--- src/rtl/privfilt_pkg.sv ---
package privfilt_pkg;

    localparam int unsigned DATA_W  = 64;
    localparam int unsigned HALF_W  = DATA_W / 2;
    localparam int unsigned N_MODES = 5;
    localparam int unsigned N_CTR   = 2;
    localparam int unsigned INH_HI  = 62;
    localparam int unsigned INH_LO  = INH_HI - N_MODES + 1;

    // accumulator order; inhibit bit of index i lives at INH_HI - i
    localparam int unsigned IDX_M  = 0;
    localparam int unsigned IDX_S  = 1;
    localparam int unsigned IDX_U  = 2;
    localparam int unsigned IDX_VS = 3;
    localparam int unsigned IDX_VU = 4;

    typedef logic [DATA_W-1:0] word_t;

    // writable-bit mask of a configuration word for the implemented contexts
    function automatic word_t keep_mask(input logic has_u, input logic has_s,
                                        input logic has_h);
        logic [N_MODES-1:0] ok;
        word_t              keep;
        ok[IDX_M]  = 1'b1;
        ok[IDX_S]  = has_s;
        ok[IDX_U]  = has_u;
        ok[IDX_VS] = has_h & has_s;
        ok[IDX_VU] = has_h & has_u;
        keep = '1;
        for (int i = 0; i < N_MODES; i++) begin
            keep[INH_HI - i] = ok[i];
        end
        return keep;
    endfunction

    function automatic logic [N_MODES-1:0] inhibits_of(input word_t cfg);
        logic [N_MODES-1:0] inh;
        for (int i = 0; i < N_MODES; i++) begin
            inh[i] = cfg[INH_HI - i];
        end
        return inh;
    endfunction

endpackage

--- src/rtl/privfilt_mode_dec.sv ---
module privfilt_mode_dec
    import privfilt_pkg::*;
(
    input  logic [1:0]         priv,
    input  logic               virt,
    output logic [N_MODES-1:0] mode_oh
);

    always_comb begin
        mode_oh = '0;
        case (priv)
            2'b11: mode_oh[IDX_M] = 1'b1;
            2'b01: begin
                if (virt) mode_oh[IDX_VS] = 1'b1;
                else      mode_oh[IDX_S]  = 1'b1;
            end
            2'b00: begin
                if (virt) mode_oh[IDX_VU] = 1'b1;
                else      mode_oh[IDX_U]  = 1'b1;
            end
            default: mode_oh = '0;
        endcase
    end

endmodule

--- src/rtl/privfilt_acc_bank.sv ---
module privfilt_acc_bank
    import privfilt_pkg::*;
(
    input  logic                           clk,
    input  logic                           rst_n,
    input  logic                           step,
    input  logic [N_MODES-1:0]             mode_oh,
    output logic [N_MODES-1:0][DATA_W-1:0] acc,
    output logic [DATA_W-1:0]              raw
);

    typedef struct packed {
        logic [N_MODES-1:0][DATA_W-1:0] acc;
        logic [DATA_W-1:0]              raw;
    } bank_t;

    bank_t bank_d, bank_q;

    always_comb begin
        bank_d = bank_q;
        if (step) begin
            bank_d.raw = bank_q.raw + DATA_W'(1);
            for (int m = 0; m < N_MODES; m++) begin
                if (mode_oh[m]) begin
                    bank_d.acc[m] = bank_q.acc[m] + DATA_W'(1);
                end
            end
        end
    end

    always_ff @(posedge clk or negedge rst_n) begin
        if (!rst_n) bank_q <= '0;
        else        bank_q <= bank_d;
    end

    assign acc = bank_q.acc;
    assign raw = bank_q.raw;

endmodule

--- src/rtl/privfilt_cfg_reg.sv ---
module privfilt_cfg_reg
    import privfilt_pkg::*;
(
    input  logic              clk,
    input  logic              rst_n,
    input  logic              wr_lo,
    input  logic              wr_hi,
    input  logic              narrow,
    input  logic              has_u,
    input  logic              has_s,
    input  logic              has_h,
    input  logic [DATA_W-1:0] wdata,
    output logic [DATA_W-1:0] cfg
);

    typedef struct packed {
        logic [DATA_W-1:0] val;
    } cfg_t;

    cfg_t  cfg_d, cfg_q;
    word_t keep;

    always_comb begin
        keep  = keep_mask(has_u, has_s, has_h);
        cfg_d = cfg_q;
        if (wr_lo) begin
            if (narrow) cfg_d.val[HALF_W-1:0] = wdata[HALF_W-1:0];
            else        cfg_d.val = wdata & keep;
        end else if (wr_hi && narrow) begin
            cfg_d.val[DATA_W-1:HALF_W] = wdata[HALF_W-1:0] & keep[DATA_W-1:HALF_W];
        end
    end

    always_ff @(posedge clk or negedge rst_n) begin
        if (!rst_n) cfg_q <= '0;
        else        cfg_q <= cfg_d;
    end

    assign cfg = cfg_q.val;

endmodule

--- src/rtl/privfilt_filter_sum.sv ---
module privfilt_filter_sum
    import privfilt_pkg::*;
(
    input  logic [DATA_W-1:0]              cfg,
    input  logic [N_MODES-1:0][DATA_W-1:0] acc,
    input  logic [DATA_W-1:0]              raw,
    output logic [DATA_W-1:0]              value
);

    logic [N_MODES-1:0] inh;

    always_comb begin
        inh = inhibits_of(cfg);
        if (inh == '0) begin
            value = raw;
        end else begin
            value = '0;
            for (int m = 0; m < N_MODES; m++) begin
                if (!inh[m]) value = value + acc[m];
            end
        end
    end

endmodule

--- src/rtl/privfilt_counters.sv ---
module privfilt_counters
    import privfilt_pkg::*;
(
    input  logic              clk,
    input  logic              rst_n,
    input  logic              retire,
    input  logic [1:0]        priv_mode,
    input  logic              virt_on,
    input  logic              has_user,
    input  logic              has_super,
    input  logic              has_hyper,
    input  logic              narrow_xlen,
    input  logic              csr_we,
    input  logic [2:0]        csr_sel,
    input  logic [DATA_W-1:0] csr_wdata,
    output logic [DATA_W-1:0] csr_rdata
);

    logic [N_MODES-1:0]             mode_oh;
    logic [N_CTR-1:0][DATA_W-1:0]   cfg_w;
    logic [N_CTR-1:0][DATA_W-1:0]   raw_w;
    logic [N_CTR-1:0][DATA_W-1:0]   val_w;

    // select fields: [2] count/config, [1] counter, [0] upper half
    logic sel_cnt, sel_ctr, sel_hi;
    assign sel_cnt = csr_sel[2];
    assign sel_ctr = csr_sel[1];
    assign sel_hi  = csr_sel[0];

    privfilt_mode_dec u_dec (
        .priv    (priv_mode),
        .virt    (virt_on),
        .mode_oh (mode_oh)
    );

    for (genvar g = 0; g < N_CTR; g++) begin : gen_ctr
        logic                           step_g;
        logic                           wr_lo_g, wr_hi_g;
        logic [N_MODES-1:0][DATA_W-1:0] acc_g;

        if (g == 0) begin : g_cycles
            assign step_g = 1'b1;
        end else begin : g_instr
            assign step_g = retire;
        end

        assign wr_lo_g = csr_we && !sel_cnt && (sel_ctr == 1'(g)) && !sel_hi;
        assign wr_hi_g = csr_we && !sel_cnt && (sel_ctr == 1'(g)) &&  sel_hi;

        privfilt_acc_bank u_bank (
            .clk     (clk),
            .rst_n   (rst_n),
            .step    (step_g),
            .mode_oh (mode_oh),
            .acc     (acc_g),
            .raw     (raw_w[g])
        );

        privfilt_cfg_reg u_cfg (
            .clk    (clk),
            .rst_n  (rst_n),
            .wr_lo  (wr_lo_g),
            .wr_hi  (wr_hi_g),
            .narrow (narrow_xlen),
            .has_u  (has_user),
            .has_s  (has_super),
            .has_h  (has_hyper),
            .wdata  (csr_wdata),
            .cfg    (cfg_w[g])
        );

        privfilt_filter_sum u_sum (
            .cfg   (cfg_w[g]),
            .acc   (acc_g),
            .raw   (raw_w[g]),
            .value (val_w[g])
        );
    end

    word_t picked;

    always_comb begin
        picked = sel_cnt ? val_w[sel_ctr] : cfg_w[sel_ctr];
        if (narrow_xlen) begin
            csr_rdata = sel_hi ? {{HALF_W{1'b0}}, picked[DATA_W-1:HALF_W]}
                               : {{HALF_W{1'b0}}, picked[HALF_W-1:0]};
        end else begin
            csr_rdata = sel_hi ? '0 : picked;
        end
    end

endmodule

--- config.mk ---
export PLATFORM = sky130hd
export DESIGN_NAME = privfilt_counters
export DESIGN_NICKNAME = d
export VERILOG_FILES = /design/src/rtl/privfilt_pkg.sv /design/src/rtl/privfilt_mode_dec.sv /design/src/rtl/privfilt_acc_bank.sv /design/src/rtl/privfilt_cfg_reg.sv /design/src/rtl/privfilt_filter_sum.sv /design/src/rtl/privfilt_counters.sv
export SDC_FILE = /design/constraint.sdc
export NUM_CORES = 2
export LEC_CHECK = 0
export BUFFER_PORTS_ARGS = -buffer_cell sky130_fd_sc_hd__buf_2
export CORE_UTILIZATION = 46
export DETAILED_ROUTE_END_ITERATION = 12
export PLACE_DENSITY = 0.61
export SETUP_SLACK_MARGIN = 0.5
export SLEW_MARGIN = 20
export SYNTH_ARGS = -nofsm -noshare
export SYNTH_HDL_FRONTEND = slang
export SYNTH_HIERARCHICAL = 1
export SYNTH_SLANG_ARGS = --single-unit
export TNS_END_PERCENT = 50
--- constraint.sdc ---
create_clock -name clk -period 20.1 [get_ports clk]
set_input_delay 3.015 -clock clk [delete_from_list [all_inputs] [get_ports clk]]
set_output_delay 3.015 -clock clk [all_outputs]
set_load 0.05 [all_outputs]
==> results_dict.tcl <==
set metrics [dict create \
    status "finished, final reports clean" \
    criticalPathCategory "reg -> out" \
    clk_path_buf_depth 3 \
    synth_cell_types 129 \
    dp.cells 11827 \
    fp.coreArea_um2 176000 \
    register_area_um2 22400 \
    wl_per_cell_um 25.5 \
    path_max_fanout 43 \
    postCtsSetupBuffers 0 \
    drtAntennaViolNets 0 \
    finClkSkew_ns 0.0786 \
    cpMostUsedCell "a21oi_1" \
    netlist_area_um2 81500 \
    die_w_um 423 \
    ir_drop_uv 107 \
    nFillCells 17122 \
    holdCritPathClass "reg -> reg" \
    grt_pass1_wl_mm 460 \
    relSlewSlack_pct 19.7 \
    via_per_inst 6.29 \
    multi_input_area_um2 56100 \
    pin_count 142 \
    postRouteWirelength_mm 307 \
    grt.total_usage_pct 33.4 \
    fin_crit_sh_pct 86.3 \
    htreeDepth 3 \
    maxCapViolCount 0 \
    synth_edf_count 0 \
    grt_pass1_vias 72143 \
    clkTransAtPathRegs_ns 0.06 \
    ys.flop_type "dfrtp_1" \
    fmax_mhz 57.7 \
    clk_latency_ns 0.81 \
    yosys-top-cells-area "dfrtp_1 (28%), ha_1 (7.9%), xnor2_1 (7.5%), xor2_1 (5.7%), a21oi_1 (4.2%)" \
    yosys_warnings 6 \
    leakage_uw 0.0411 \
    ys_ff_latch 896 \
    post_cts_resized 0 \
    row_count 154 \
    port-buffer-count 141 \
    slowest_delay_ns 0.74 \
    dr.pass1.iters 6 \
    vias 75681 \
    die_area_um2 179000 \
    cts.sinks 896 \
    die_h_um 423 \
    worst_setup_path_end_kind "primary output" \
    layout.nets 10199 \
    antenna_found_initial 19 \
    rsz0062_at_grt "false" \
    crit_arrival_ns 14.33 \
    drc 0 \
    hold_viol 0 \
    slowest_stage "a21oi_1" \
    finalSetupViolCount 0 \
    synth.avg_cell_area_um2 8.44 \
    drtIter0Drc 7209 \
    drive_gt1_share_pct 9.51 \
    slew_violations 0 \
    worstSetupStartpointType "flip-flop" \
    cts_tree "yes" \
    ys_seq_area_share_pct 27.5 \
    area_growth_pct 7.90 \
    hpwl_mm 243 \
    grt_max_degree 162 \
    p_per_area_nw_per_um2 87.3 \
    cts_root_buf "clkbuf_16" \
    synth_cells 9656 \
    grt-ovfl-total 0 \
    ys_async_sr_fraction_pct 100 \
    finalNonFillerCells 12035 \
    gp_congestion 1.00 \
    worst_pin_slew_ns 1.19 \
    start_util_pct 46.3 \
    synth.top_cell.area_share_pct 27.5 \
    fin_setup_tns_ns 0 \
    postCtsHoldBufs 0 \
    required_ns 17.09 \
    netlist.top_cell.by_area "dfrtp_1" \
    cts_buffers 111 \
    period_minus_slack_ns 17.34 \
]
-- critical path, delay by kind of cell, from the launching register on --
family / cells / cell delay, ns
AOI/OAI and AO/OA: 23 / 5.89
xor gates and xnor gates: 4 / 0.99
adders and majority gates: 4 / 1.84
buffers and inverters: 3 / 1.02
DFF: 1 / 0.61
muxes: 1 / 0.20
and+or+nand+nor: 15 / 2.95
-- flip-flops by register name (all words and copies together), names as in the netlist --
register            count
gen_ctr.u_bank/acc    640
gen_ctr.u_bank/raw    128
gen_ctr.u_cfg/cfg     128
-- cell families (layout without fill, tap and decap cells) --
| kind of cell | Yosys count | in the layout | synth area share, % |
|---|---|---|---|
| compound gates | 2331 | 2331 | 18.8 |
| xor+xnor | 1232 | 1232 | 13.3 |
| fa+ha+maj | 525 | 525 | 8.12 |
| buf+inv | 687 | 716 | 3.73 |
| flops | 896 | 896 | 27.5 |
| mux | 491 | 491 | 7.01 |
| other cells | 1 | 11 | 0.00460 |
| simple gates | 3493 | 3493 | 21.6 |
-- through the flow --
step / cell area, um2 / worst slack, ns / power, uW / hold WS, ns / util, %
2_1_floorplan: 81500 / 5.45 / 4180 / 0.442 / -
3_5_place_dp: 84000 / 3.83 / 5440 / 0.467 / 47.7
3_3_place_gp: 83900 / 3.48 / 5390 / 0.461 / 47.7
6_report: 88000 / 2.76 / 7680 / 0.472 / 49.9
5_1_grt: 88000 / 1.93 / 8020 / 0.490 / 49.9
4_1_cts: 87900 / 2.95 / 7660 / 0.475 / 49.9
-- report_power, final --
group | switching [uW] | internal, uW | leakage [uW]
sequential | 137 | 1920 | 0.0119
combinational | 2320 | 1120 | 0.0273
clock | 908 | 1280 | 0.00194
-- area by class of cell --
cell class                      instances  area share (%)
Multi-Input combinational cell       8077            63.8
Sequential cell                       896            25.5
Clock buffer                          151            3.66
Tap cell                             2340            3.33
Timing Repair Buffer                  226            1.60
Inverter                              289            1.23
Clock inverter                         50           0.849
Antenna cell                            6          0.0171
-- layout by cell type (no fill, tap or decap), types with 92 or more instances in the layout --
master,count
dfrtp_1,886
nand2_1,817
nor2_1,761
xnor2_1,697
a21oi_1,687
xor2_1,532
ha_1,512
nand4_1,408
o21ai_0,402
nand3_1,384
a21o_1,372
inv_1,281
nor3_1,277
mux2_2,229
nor2b_1,188
nor4_1,163
mux2i_1,146
buf_2,139
and3_1,135
o21bai_1,112
clkbuf_16,111
mux2_4,92
-- worst paths after layout --
kind                                           start                         end  slack, ns  cells after the start
setup / recovery            gen_ctr[1].u_cfg/cfg[62]               csr_rdata[63]       2.76                     50
hold / removal             gen_ctr[0].u_bank/raw[63]   gen_ctr[0].u_bank/raw[63]       0.47                      1
setup reg to reg           gen_ctr[1].u_bank/acc[69]  gen_ctr[1].u_bank/acc[127]      16.58                      5
hold reg to reg            gen_ctr[0].u_bank/raw[63]   gen_ctr[0].u_bank/raw[63]       0.47                      1
max in group asynchronous                      rst_n    gen_ctr[0].u_cfg/cfg[49]      15.03                      4
min in group asynchronous                      rst_n   gen_ctr[1].u_bank/acc[11]       2.26                      1
-- Yosys cell counts (all sizes together), types with 192 or more instances --
cell type  count
ha           512
nand4        410
a21o         373
nor2b        192
xnor2        698
mux2         343
nor3         289
nand3        388
clkbuf       277
dfrtp        896
nand2        820
nor2         763
inv          287
xor2         532
o21ai        434
a21oi        692
-- per-layer routing --
metal  wire, um  up-vias  part of all wire, %  GRT usage [%]
met5         74        -                0.024              0
met3      23800      584                  7.7           6.02
met2     134000     2835                   44           51.6
li1           -    35180                    -              -
met4      15600       12                  5.1           15.0
met1     133000    37070                   43           45.3
(Power assumes the default switching activity.)
